### src/rtl/blit_pkg.sv
`timescale 1ns/1ps
// Shared definitions for the rectangle engine: register offsets, command
// codes, coordinate types and the walker state encoding.
package blit_pkg;
    localparam int COORD_W = 16;
    localparam int REG_AW  = 5;

    localparam logic [REG_AW-1:0] OFS_SRC   = 5'h00;
    localparam logic [REG_AW-1:0] OFS_DST   = 5'h04;
    localparam logic [REG_AW-1:0] OFS_DIM   = 5'h08;
    localparam logic [REG_AW-1:0] OFS_CTRL  = 5'h0C;
    localparam logic [REG_AW-1:0] OFS_PITCH = 5'h10;
    localparam logic [REG_AW-1:0] OFS_FG    = 5'h14;
    localparam logic [REG_AW-1:0] OFS_STAT  = 5'h18;

    localparam int CTRL_GO_BIT   = 31;
    localparam int CTRL_BACK_BIT = 27;
    localparam int STAT_BUSY_BIT = 3;

    typedef enum logic [3:0] {
        CMD_COPY = 4'h0,
        CMD_FILL = 4'h1
    } blit_cmd_e;

    typedef enum logic [1:0] {
        ST_IDLE = 2'd0,
        ST_RD   = 2'd1,
        ST_WR   = 2'd2
    } walk_st_e;

    typedef struct packed {
        logic [COORD_W-1:0] x;
        logic [COORD_W-1:0] y;
    } xy_t;
endpackage

### src/rtl/blit_addr.sv
`timescale 1ns/1ps
// Linear address generator: addr = y * pitch + x.
// Assumes AW is at most 2*COORD_W; upper product bits are dropped.
module blit_addr
    import blit_pkg::*;
#(
    parameter int AW = 32
) (
    input  logic [COORD_W-1:0] x_i,
    input  logic [COORD_W-1:0] y_i,
    input  logic [COORD_W-1:0] pitch_i,
    output logic [AW-1:0]      addr_o
);
    localparam int FULL_W = 2 * COORD_W;

    logic [FULL_W-1:0] lin;

    // Row offset plus column, computed at full width.
    always_comb begin
        lin = {{COORD_W{1'b0}}, y_i} * {{COORD_W{1'b0}}, pitch_i}
            + {{COORD_W{1'b0}}, x_i};
    end

    assign addr_o = lin[AW-1:0];
endmodule

### src/rtl/blit_regs.sv
`timescale 1ns/1ps
// Configuration register file. Holds geometry, pitches, colour and the
// control word, and decodes the start request. All writes are dropped
// while the walker reports busy. Assumes single-cycle register writes.
module blit_regs
    import blit_pkg::*;
(
    input  logic               clk,
    input  logic               rst_n,
    input  logic               cfg_we,
    input  logic [REG_AW-1:0]  cfg_addr,
    input  logic [31:0]        cfg_wdata,
    output logic [31:0]        cfg_rdata,
    input  logic               busy_i,
    output xy_t                src_o,
    output xy_t                dst_o,
    output logic [COORD_W-1:0] width_o,
    output logic [COORD_W-1:0] height_o,
    output logic [COORD_W-1:0] spitch_o,
    output logic [COORD_W-1:0] dpitch_o,
    output logic [7:0]         fg_o,
    output logic               go_o,
    output logic [3:0]         go_cmd_o,
    output logic               go_back_o
);
    xy_t         src_q, dst_q;
    logic [31:0] dim_q, pitch_q, fg_q;
    logic [30:0] ctrl_q;
    logic        wr_ok;

    assign wr_ok = cfg_we && !busy_i;

    // Register storage; writes accepted only while idle.
    always_ff @(posedge clk) begin
        if (!rst_n) begin
            src_q   <= '0;
            dst_q   <= '0;
            dim_q   <= '0;
            pitch_q <= '0;
            fg_q    <= '0;
            ctrl_q  <= '0;
        end else if (wr_ok) begin
            case (cfg_addr)
                OFS_SRC:   src_q   <= cfg_wdata;
                OFS_DST:   dst_q   <= cfg_wdata;
                OFS_DIM:   dim_q   <= cfg_wdata;
                OFS_PITCH: pitch_q <= cfg_wdata;
                OFS_FG:    fg_q    <= cfg_wdata;
                OFS_CTRL:  ctrl_q  <= cfg_wdata[30:0];
                default:   ;
            endcase
        end
    end

    // Read mux; the start bit position reports busy.
    always_comb begin
        case (cfg_addr)
            OFS_SRC:   cfg_rdata = src_q;
            OFS_DST:   cfg_rdata = dst_q;
            OFS_DIM:   cfg_rdata = dim_q;
            OFS_PITCH: cfg_rdata = pitch_q;
            OFS_FG:    cfg_rdata = fg_q;
            OFS_CTRL:  cfg_rdata = {busy_i, ctrl_q};
            OFS_STAT:  cfg_rdata = 32'(busy_i) << STAT_BUSY_BIT;
            default:   cfg_rdata = '0;
        endcase
    end

    assign src_o     = src_q;
    assign dst_o     = dst_q;
    assign width_o   = dim_q[31:16];
    assign height_o  = dim_q[15:0];
    assign spitch_o  = pitch_q[15:0];
    assign dpitch_o  = pitch_q[31:16];
    assign fg_o      = fg_q[7:0];
    assign go_o      = wr_ok && (cfg_addr == OFS_CTRL) && cfg_wdata[CTRL_GO_BIT];
    assign go_cmd_o  = cfg_wdata[19:16];
    assign go_back_o = cfg_wdata[CTRL_BACK_BIT];


    busy_lock_chk: assert property (@(posedge clk) disable iff (!rst_n)
        (busy_i && cfg_we) |=> ($stable(src_q) && $stable(dst_q) && $stable(dim_q)
                                && $stable(pitch_q) && $stable(ctrl_q) && $stable(fg_q)));
endmodule

### src/rtl/blit_walker.sv
`timescale 1ns/1ps
// Rectangle walker and memory sequencer. Steps x along a row then y, up or
// down, issuing one transfer per accepted clock: fill = write only, copy =
// read then write. Assumes geometry inputs stay constant while busy.
module blit_walker
    import blit_pkg::*;
#(
    parameter int AW = 32
) (
    input  logic               clk,
    input  logic               rst_n,
    input  logic               go_i,
    input  logic [3:0]         go_cmd_i,
    input  logic               go_back_i,
    input  xy_t                src_i,
    input  xy_t                dst_i,
    input  logic [COORD_W-1:0] width_i,
    input  logic [COORD_W-1:0] height_i,
    input  logic [COORD_W-1:0] spitch_i,
    input  logic [COORD_W-1:0] dpitch_i,
    input  logic [7:0]         fg_i,
    output logic               busy_o,
    output logic               mem_req,
    output logic               mem_we,
    output logic [AW-1:0]      mem_addr,
    output logic [7:0]         mem_wdata,
    input  logic [7:0]         mem_rdata,
    input  logic               mem_ready
);
    walk_st_e           st;
    logic               fill_q, back_q;
    logic [COORD_W-1:0] ccnt, rcnt, sx, sy, dx, dy, sx0, dx0;
    logic [7:0]         hold_q;
    logic [AW-1:0]      saddr, daddr;
    logic               cmd_ok, launch, xfer, row_end, last;

    function automatic logic [COORD_W-1:0] nxt(input logic [COORD_W-1:0] v, input logic b);
        return b ? v - 1'b1 : v + 1'b1;
    endfunction

    blit_addr #(.AW(AW)) u_src_addr (.x_i(sx), .y_i(sy), .pitch_i(spitch_i), .addr_o(saddr));
    blit_addr #(.AW(AW)) u_dst_addr (.x_i(dx), .y_i(dy), .pitch_i(dpitch_i), .addr_o(daddr));

    assign cmd_ok  = (go_cmd_i == CMD_FILL) || (go_cmd_i == CMD_COPY);
    assign launch  = go_i && cmd_ok && (width_i != '0) && (height_i != '0) && (st == ST_IDLE);
    assign xfer    = mem_req && mem_ready;
    assign row_end = (ccnt == width_i - 1'b1);
    assign last    = row_end && (rcnt == height_i - 1'b1);

    // Sequencer: launch, read/write alternation and coordinate stepping.
    always_ff @(posedge clk) begin
        if (!rst_n) begin
            st <= ST_IDLE;
            fill_q <= 1'b0;
            back_q <= 1'b0;
            ccnt <= '0; rcnt <= '0;
            sx <= '0; sy <= '0; dx <= '0; dy <= '0; sx0 <= '0; dx0 <= '0;
            hold_q <= '0;
        end else begin
            case (st)
                ST_IDLE: if (launch) begin
                    fill_q <= (go_cmd_i == CMD_FILL);
                    back_q <= go_back_i;
                    sx <= src_i.x; sx0 <= src_i.x; sy <= src_i.y;
                    dx <= dst_i.x; dx0 <= dst_i.x; dy <= dst_i.y;
                    ccnt <= '0; rcnt <= '0;
                    st <= (go_cmd_i == CMD_FILL) ? ST_WR : ST_RD;
                end
                ST_RD: if (xfer) begin
                    hold_q <= mem_rdata;
                    st <= ST_WR;
                end
                ST_WR: if (xfer) begin
                    if (last) begin
                        st <= ST_IDLE;
                    end else begin
                        st <= fill_q ? ST_WR : ST_RD;
                        if (row_end) begin
                            ccnt <= '0;
                            rcnt <= rcnt + 1'b1;
                            sx <= sx0;
                            dx <= dx0;
                            sy <= nxt(sy, back_q);
                            dy <= nxt(dy, back_q);
                        end else begin
                            ccnt <= ccnt + 1'b1;
                            sx <= nxt(sx, back_q);
                            dx <= nxt(dx, back_q);
                        end
                    end
                end
                default: st <= ST_IDLE;
            endcase
        end
    end

    // Memory port drive from state.
    always_comb begin
        mem_req   = (st != ST_IDLE);
        mem_we    = (st == ST_WR);
        mem_addr  = (st == ST_RD) ? saddr : daddr;
        mem_wdata = fill_q ? fg_i : hold_q;
    end

    assign busy_o = (st != ST_IDLE);


    stall_hold_chk: assert property (@(posedge clk) disable iff (!rst_n)
        (mem_req && !mem_ready) |=> (mem_req && $stable(mem_addr) && $stable(mem_we) && $stable(mem_wdata)));

    rd_then_wr_chk: assert property (@(posedge clk) disable iff (!rst_n)
        (mem_req && mem_ready && !mem_we) |=> (mem_req && mem_we));

    busy_end_chk: assert property (@(posedge clk) disable iff (!rst_n)
        $fell(busy_o) |-> $past(mem_req && mem_ready && mem_we));

    fill_data_chk: assert property (@(posedge clk) disable iff (!rst_n)
        (fill_q && mem_req && mem_we) |-> (mem_wdata == fg_i));
endmodule

### src/rtl/blit2d_engine.sv
`timescale 1ns/1ps
// Top of the rectangle fill/copy engine: register file plus walker.
// Assumes a byte-wide memory port whose read data is valid on the
// accepting clock.
module blit2d_engine
    import blit_pkg::*;
#(
    parameter int ADDR_W = 32
) (
    input  logic              clk,
    input  logic              rst_n,
    input  logic              cfg_we,
    input  logic [4:0]        cfg_addr,
    input  logic [31:0]       cfg_wdata,
    output logic [31:0]       cfg_rdata,
    output logic              busy,
    output logic              mem_req,
    output logic              mem_we,
    output logic [ADDR_W-1:0] mem_addr,
    output logic [7:0]        mem_wdata,
    input  logic [7:0]        mem_rdata,
    input  logic              mem_ready
);
    xy_t                src, dst;
    logic [COORD_W-1:0] width, height, spitch, dpitch;
    logic [7:0]         fg;
    logic               go, go_back;
    logic [3:0]         go_cmd;

    blit_regs u_regs (
        .clk(clk), .rst_n(rst_n), .cfg_we(cfg_we), .cfg_addr(cfg_addr),
        .cfg_wdata(cfg_wdata), .cfg_rdata(cfg_rdata), .busy_i(busy),
        .src_o(src), .dst_o(dst), .width_o(width), .height_o(height),
        .spitch_o(spitch), .dpitch_o(dpitch), .fg_o(fg),
        .go_o(go), .go_cmd_o(go_cmd), .go_back_o(go_back)
    );

    blit_walker #(.AW(ADDR_W)) u_walk (
        .clk(clk), .rst_n(rst_n), .go_i(go), .go_cmd_i(go_cmd), .go_back_i(go_back),
        .src_i(src), .dst_i(dst), .width_i(width), .height_i(height),
        .spitch_i(spitch), .dpitch_i(dpitch), .fg_i(fg), .busy_o(busy),
        .mem_req(mem_req), .mem_we(mem_we), .mem_addr(mem_addr),
        .mem_wdata(mem_wdata), .mem_rdata(mem_rdata), .mem_ready(mem_ready)
    );
endmodule

### config.mk
export PLATFORM = sky130hd
export DESIGN_NAME = blit2d_engine
export DESIGN_NICKNAME = d
export VERILOG_FILES = /design/src/rtl/blit_pkg.sv /design/src/rtl/blit_addr.sv /design/src/rtl/blit_regs.sv /design/src/rtl/blit_walker.sv /design/src/rtl/blit2d_engine.sv
export SDC_FILE = /design/constraint.sdc
export NUM_CORES = 2
export LEC_CHECK = 0
export ABC_CLOCK_PERIOD_IN_PS = 7600
export BUFFER_PORTS_ARGS = -buffer_cell sky130_fd_sc_hd__buf_4
export CORE_MARGIN = 5
export CORE_UTILIZATION = 55
export CTS_CLUSTER_DIAMETER = 50
export CTS_CLUSTER_SIZE = 8
export DETAILED_ROUTE_END_ITERATION = 10
export PLACE_DENSITY_LB_ADDON = 0.15
export SYNTH_ARGS = -nofsm -noshare
export SYNTH_HDL_FRONTEND = slang
export SYNTH_HIERARCHICAL = 1
export SYNTH_SLANG_ARGS = --single-unit
### constraint.sdc
create_clock -name clk -period 7.6 [get_ports clk]
set_input_delay 0.76 -clock clk [delete_from_list [all_inputs] [get_ports clk]]
set_output_delay 0.76 -clock clk [all_outputs]
set_load 0.01 [all_outputs]
Yosys cells after proc, flatten, opt, wreduce, memory -nomap -nowiden
Cells that the tools add are included.

Output and inout port bits: 75. Memory bits (read-only): 0. Memories: 0. Register bits after elaboration: 331. Memory bits (writable): 0. Input port bits: 49. Latch bits: 0.

$lt $le $gt $ge: 0. Divide/modulo/power cells: 0. Multipliers: 2. Reductions and logical operators: 29. Shifts and indexed selects: 0. Equality and inequality tests: 16. Bitwise gates (word level): 0. Add/subtract/negate cells: 14. Multiplexer cells: 43.

Operator list (count): $mux 16 (27); $pmux 32 s7 (1); $pmux 16 s2 (6); $add 16x1->16 const B (6); $sub 16x1->16 const B (6); $add 32x16->32 (2); $mul 16x16->32 (2); $eq 16x16->1 (2); $mux 32 (1); $reduce_bool 16->1 (2); $reduce_and 2->1 (8); $eq 5x5->1 const B (3); $mux 2 (6); $eq 5x4->1 const B (2); $logic_and 1x1->1 (9); $mux 8 (1); $ne 2x1->1 const B (4); $pmux 2 s3 (1); $eq 5x3->1 const B (1); $logic_not 5->1 (1); $reduce_and 5->1 (1); $eq 4x1->1 const B (1); $logic_not 4->1 (1); $reduce_and 4->1 (1); 8 further kinds (9).

Depth between registers and ports, before layout
Word-level depth: 11. Gate-level depth with buffers: 24.

Hierarchy
The synthesis kept the hierarchy.

By module, submodules not included: blit_walker (times used 1, area an instance 10563.9 um^2, cells each 1362); blit_addr (u_walk.u_src_addr) (times used 1, area an instance 9313.9 um^2, cells each 1098); blit_addr (u_walk.u_dst_addr) (times used 1, area an instance 9122.5 um^2, cells each 1062); blit_regs (times used 1, area an instance 8604.5 um^2, cells each 887).

Worst setup path before layout
Ideal clock, no wire load.

Path type: register -> output. From: register u_walk.dy[8]. To: output port mem_addr[30]. Data arrival time: 5.776 ns. Path slack: 1.064 ns. Path buffers: 1. Data required time: 6.840 ns. Cell stages (with the launch flop): 23. Path through: dfxtp_1 -> clkbuf_1 -> nand2_1 -> fa_1 -> fa_1 -> inv_1 -> fa_1 -> inv_1 -> fa_1 -> inv_1 -> fa_1 -> inv_1 -> fa_1 -> inv_1 -> ha_1 -> nand2_1 -> nor2_1 -> a211oi_2 -> o211ai_2 -> a311o_1 -> a31oi_1 -> xnor2_1 -> mux2_2.

Word-level cells in the longest chain between the ends: 3.

Ends and longest elaborated chain: start, declared (RTL line blit_walker.sv:32) `logic [COORD_W-1:0] ccnt, rcnt, sx, sy, dx, dy, sx0, dx0;`; start signal, assigned (RTL line blit_walker.sv:65) `dx <= dst_i.x; dx0 <= dst_i.x; dy <= dst_i.y;`; start signal, assigned (RTL line blit_walker.sv:84) `dy <= nxt(dy, back_q);`; $mul 16x16->32 (RTL line blit_addr.sv:20) `lin = {{COORD_W{1'b0}}, y_i} * {{COORD_W{1'b0}}, pitch_i}`; $add 32x16->32 (RTL line blit_addr.sv:21) `+ {{COORD_W{1'b0}}, x_i};`; net u_walk.daddr[30] (RTL line blit_walker.sv:34) `logic [AW-1:0] saddr, daddr;`; $mux 32 (RTL line blit_walker.sv:101) `mem_addr = (st == ST_RD) ? saddr : daddr;`; end, declared (RTL line blit2d_engine.sv:19) `output logic [ADDR_W-1:0] mem_addr,`.

The timed path passes the listed nets, and every way through them passes these cells.

Worst setup path in the final report
From: register u_regs.pitch_q[21]. To: output port mem_addr[27].

Word-level cells in the longest chain between the ends: 3.

Ends and longest elaborated chain: start, declared (RTL line blit_regs.sv:27) `logic [31:0] dim_q, pitch_q, fg_q;`; start signal, assigned (RTL line blit_regs.sv:47) `OFS_PITCH: pitch_q <= cfg_wdata;`; $mul 16x16->32 (RTL line blit_addr.sv:20); $add 32x16->32 (RTL line blit_addr.sv:21); net u_walk.daddr[27] (RTL line blit_walker.sv:34); $mux 32 (RTL line blit_walker.sv:101).

The timed path passes the listed nets, and every way through them passes these cells.

==> Flow_metrics.wiki <==
{| class="wikitable"
! Metric !! Value
|-
| Highest metal layer with signal wires || met4
|-
| Fraction of power spent switching nets || 23.4%
|-
| Hold Fails Final Rpt || 0
|-
| Routed wl met2 || 49400 um
|-
| Worst vdd ir || 0.155 mV
|-
| Clock sink count || 331
|-
| Post-route fraction of the period consumed by the critical path || 97.5%
|-
| CP endpoint kind || output port
|-
| Category of the critical setup timing path || reg2out
|-
| Worst-skew pair later-pin latency || 0.56 ns
|-
| Storage element area || 6720 um2
|-
| Internal power || 0.00292 W
|-
| Clock edge transition at the registers on the reported setup and hold paths || 0.05 ns
|-
| Area Overhead vs Synth || 8.26%
|-
| Floorplan die height || 271 um
|-
| Commonest cells after routing, fill and taps aside || 769 x sky130_fd_sc_hd__nand2_1, 575 x sky130_fd_sc_hd__inv_1, 423 x sky130_fd_sc_hd__fa_1
|-
| DRT Pass-1 Iters || 6
|-
| Post-DRT Antenna Nets || 0
|-
| Average wire per standard cell || 21.0 um
|-
| Critical path, cell by cell || buf_4 -> and2_1 -> fa_1 -> inv_1 -> fa_1 -> inv_1 -> fa_1 -> fa_1 -> fa_1 -> inv_1 -> fa_1 -> inv_1 -> ha_1 -> a21o_1 -> o21ba_2 -> o21ai_0 -> a21oi_1 -> o31ai_4 -> a21boi_2 -> xnor2_1 -> mux2_2 -> buf_4
|-
| HP Class || reg2reg
|-
| Netlist area before placement || 37600 um2
|-
| Clock H-tree levels || 2
|-
| Vias after detailed routing || 30967
|-
| Data arrival at the endpoint of the critical path || 6.65 ns
|-
| Violation count after the first detailed-route iteration || 2506
|-
| Run status || finished clean
|-
| Post-DR vias/cell || 5.84
|-
| Comb power frac || 4.6%
|-
| Total gr overflow || 0
|-
| Sequential fraction of the synthesis area || 17.6%
|-
| Synthesized netlist cell count || 4409
|-
| Post-route setup TNS || 0 ns
|-
| Critical-path top delay cell || sky130_fd_sc_hd__fa_1
|-
| Routed wire length || 111000 um
|-
| Hpwl dp || 84900 um
|-
| Worst clock skew on the final layout || 0.0229 ns
|-
| Hold slack || 0.450 ns
|-
| Count of filler cells inserted in the layout || 6142
|-
| Clock tree from TritonCTS || built
|-
| Std-Cell Rows || 95
|-
| Final setup violation count || 0
|-
| Ports || 124
|-
| Total global routing track utilization || 29.6%
|-
| RSZ-0062 raised after global routing || true
|-
| Reported net switching power || 0.000894 W
|-
| Core Footprint || 67500 um2
|-
| Routability congestion estimate || 0.942
|-
| Final Max Slew Viols || 0
|-
| Wire length of the first global-routing pass || 176000 um
|-
| Fin crit period || 7.41 ns
|-
| Routed met3 length || 8840 um
|-
| Post-layout power || 0.00382 W
|-
| Number of instances on the worst hold path || 2
|-
| Dominant cell type by area after synthesis || sky130_fd_sc_hd__fa_1
|-
| Via count of the first global-routing pass || 30834
|-
| EDFF count, synth || 0
|-
| Commonest non-fill, non-tap cell in the layout || sky130_fd_sc_hd__nand2_1
|-
| Slew headroom || 21.6%
|-
| Element type at the critical path start || flop
|-
| Transition time at the pin with the least slew margin || 1.17 ns
|-
| Top fanout value on the critical path || 10
|-
| Post-synthesis sequential element count || 331
|-
| Unique masters post-synth || 105
|-
| Clock Path Buffers || 3
|-
| Pin count of the biggest net entering global routing || 121
|-
| Met1 layer wirelength in the final routing || 49600 um
|-
| Clk pwr share || 49.4%
|-
| Non-filler instance count after layout || 5302
|-
| Leakage component of the power || 19.5 nW
|-
| Worst-case reg-to-reg path depth || 11
|-
| Die Width || 271 um
|-
| Areal power density over the cells || 93.8 nW/um2
|-
| Max Clock Freq || 135 MHz
|-
| Buffer cell driving the clock tree root || sky130_fd_sc_hd__clkbuf_16
|-
| CTS Buf Count || 48
|-
| Number of diodes || 0
|-
| Number of nets in the layout || 5170
|-
| Cell types with the largest area share after synthesis || sky130_fd_sc_hd__fa_1 23%, sky130_fd_sc_hd__dfxtp_1 18%, sky130_fd_sc_hd__ha_1 9.1%, sky130_fd_sc_hd__nand2_1 7.7%, sky130_fd_sc_hd__mux2i_1 6.6%
|-
| Number of buffers added on ports || 123
|-
| Dominant cell type by count on the critical path || sky130_fd_sc_hd__fa_1
|-
| Initial cell density of the core || 55.7%
|-
| Number of placed instances, taps included || 5243
|-
| Number of design rule violations left after detail routing || 0
|-
| Top_reg_cell synth || sky130_fd_sc_hd__dfxtp_1
|-
| Required time of the critical path || 6.84 ns
|-
| Share of final-layout standard cells stronger than drive strength 1 || 10.6%
|-
| Die area || 73700 um2
|-
| Sequential cell fraction of total power || 46.0%
|-
| Synthesized area divided by synthesized cell count || 8.53 um2
|-
| Maximum capacitance violations || 0
|-
| CP peak stage delay || 0.59 ns
|-
| Multi-input logic area || 27900 um2
|-
| Share of flip-flops with an asynchronous set or reset after synthesis || 0%
|-
| Antenna violations before repair || 1
|-
| Number of nets produced by synthesis || 5154
|-
| Fraction of post-synthesis cell area in the top cell type by area || 22.6%
|-
| Syn. warnings || 6
|}
==> state kept, by name, indices dropped and copies added, names as in the netlist, 31 cells and up <==
name            count
u_regs/fg_q        32
u_regs/ctrl_q      31
u_regs/dst_o       32
u_regs/dim_q       32
u_regs/src_o       32
u_regs/pitch_q     32
==> synth_stat cells, types with 63 or more instances <==
cell type,instances
sky130_fd_sc_hd__nor2_1,157
sky130_fd_sc_hd__nand3_1,63
sky130_fd_sc_hd__and2_1,242
sky130_fd_sc_hd__fa_1,424
sky130_fd_sc_hd__ha_1,272
sky130_fd_sc_hd__mux2i_1,247
sky130_fd_sc_hd__dfxtp_1,331
sky130_fd_sc_hd__nand2_1,771
sky130_fd_sc_hd__o21ai_0,90
sky130_fd_sc_hd__xnor2_1,79
sky130_fd_sc_hd__clkbuf_1,155
sky130_fd_sc_hd__a21oi_1,182
sky130_fd_sc_hd__xor2_1,64
sky130_fd_sc_hd__inv_1,577
==> cells by family after synthesis <==
| logic type | Yosys count | synth area share, % |
|---|---|---|
| simple gates | 1515 | 19.2 |
| flops | 331 | 17.6 |
| xor+xnor | 144 | 3.39 |
| compound gates | 607 | 11.1 |
| mux | 300 | 8.31 |
| buf+inv | 815 | 8.72 |
| fa+ha+maj | 697 | 31.6 |
==> what timing repair did <==
action                                  in CTS  in global routing
endpoints found under the setup margin      13                 17
gates resized for setup                     22                 80
hold buffers                                 0                  0
buffers inserted                             0                  5
pin swaps                                    1                  9
==> layout make-up <==
cell class,instances,share of cell area [%]
Multi-Input combinational cell,3263,68.6
Sequential cell,331,16.5
Inverter,577,5.33
Timing Repair Buffer,204,3.81
Clock buffer,50,3.02
Tap cell,873,2.68
Clock inverter,4,0.0861
==> per-layer routing <==
| metal | up-vias | global-route usage, % |
|---|---|---|
| met5 | - | 0 |
| met3 | 187 | 4.74 |
| met4 | 0 | 8.23 |
| met1 | 15084 | 42.6 |
| li1 | 14464 | - |
| met2 | 1232 | 46.6 |
==> worst paths after layout <==
kind / end / start / slack [ns]
max: mem_addr[27] / u_regs/pitch_q[21] / 0.19
min: u_walk/hold_q[1] / u_walk/hold_q[1] / 0.45
max reg2reg: u_walk/rcnt[9] / u_regs/dim_q[0] / 2.51
min reg2reg: u_walk/hold_q[1] / u_walk/hold_q[1] / 0.45
==> per-stage QoR <==
stage	util, %	setup WS (ns)	area, um2
detailed placement	58.0	0.391	39200
global placement	58.0	0.540	39200
CTS	59.9	0.000114	40500
finish	60.3	0.191	40700
floorplan	-	1.06	37600
global route	60.3	-0.00640	40700
==> power groups by stage <==
stage | logic [W] | registers [W] | clock network (W)
after floorplan | 0.000107 | 0.00179 | 0
final | 0.000176 | 0.00175 | 0.00189
after detailed placement | 0.000172 | 0.00179 | 0
after global routing | 0.000185 | 0.00175 | 0.00199
after global placement | 0.000171 | 0.00179 | 0
after CTS | 0.000172 | 0.00176 | 0.00191
==> critical path, delay by kind of cell (launching register included) <==
kind            cells  cell delay (ns)
mux                 1             0.26
buf+inv             6             0.53
xor+xnor            1             0.07
flops               1             0.38
simple gates        1             0.17
fa+ha+maj           7             3.51
compound gates      6             1.16
Note: power is estimated with default switching activity, not from simulation.
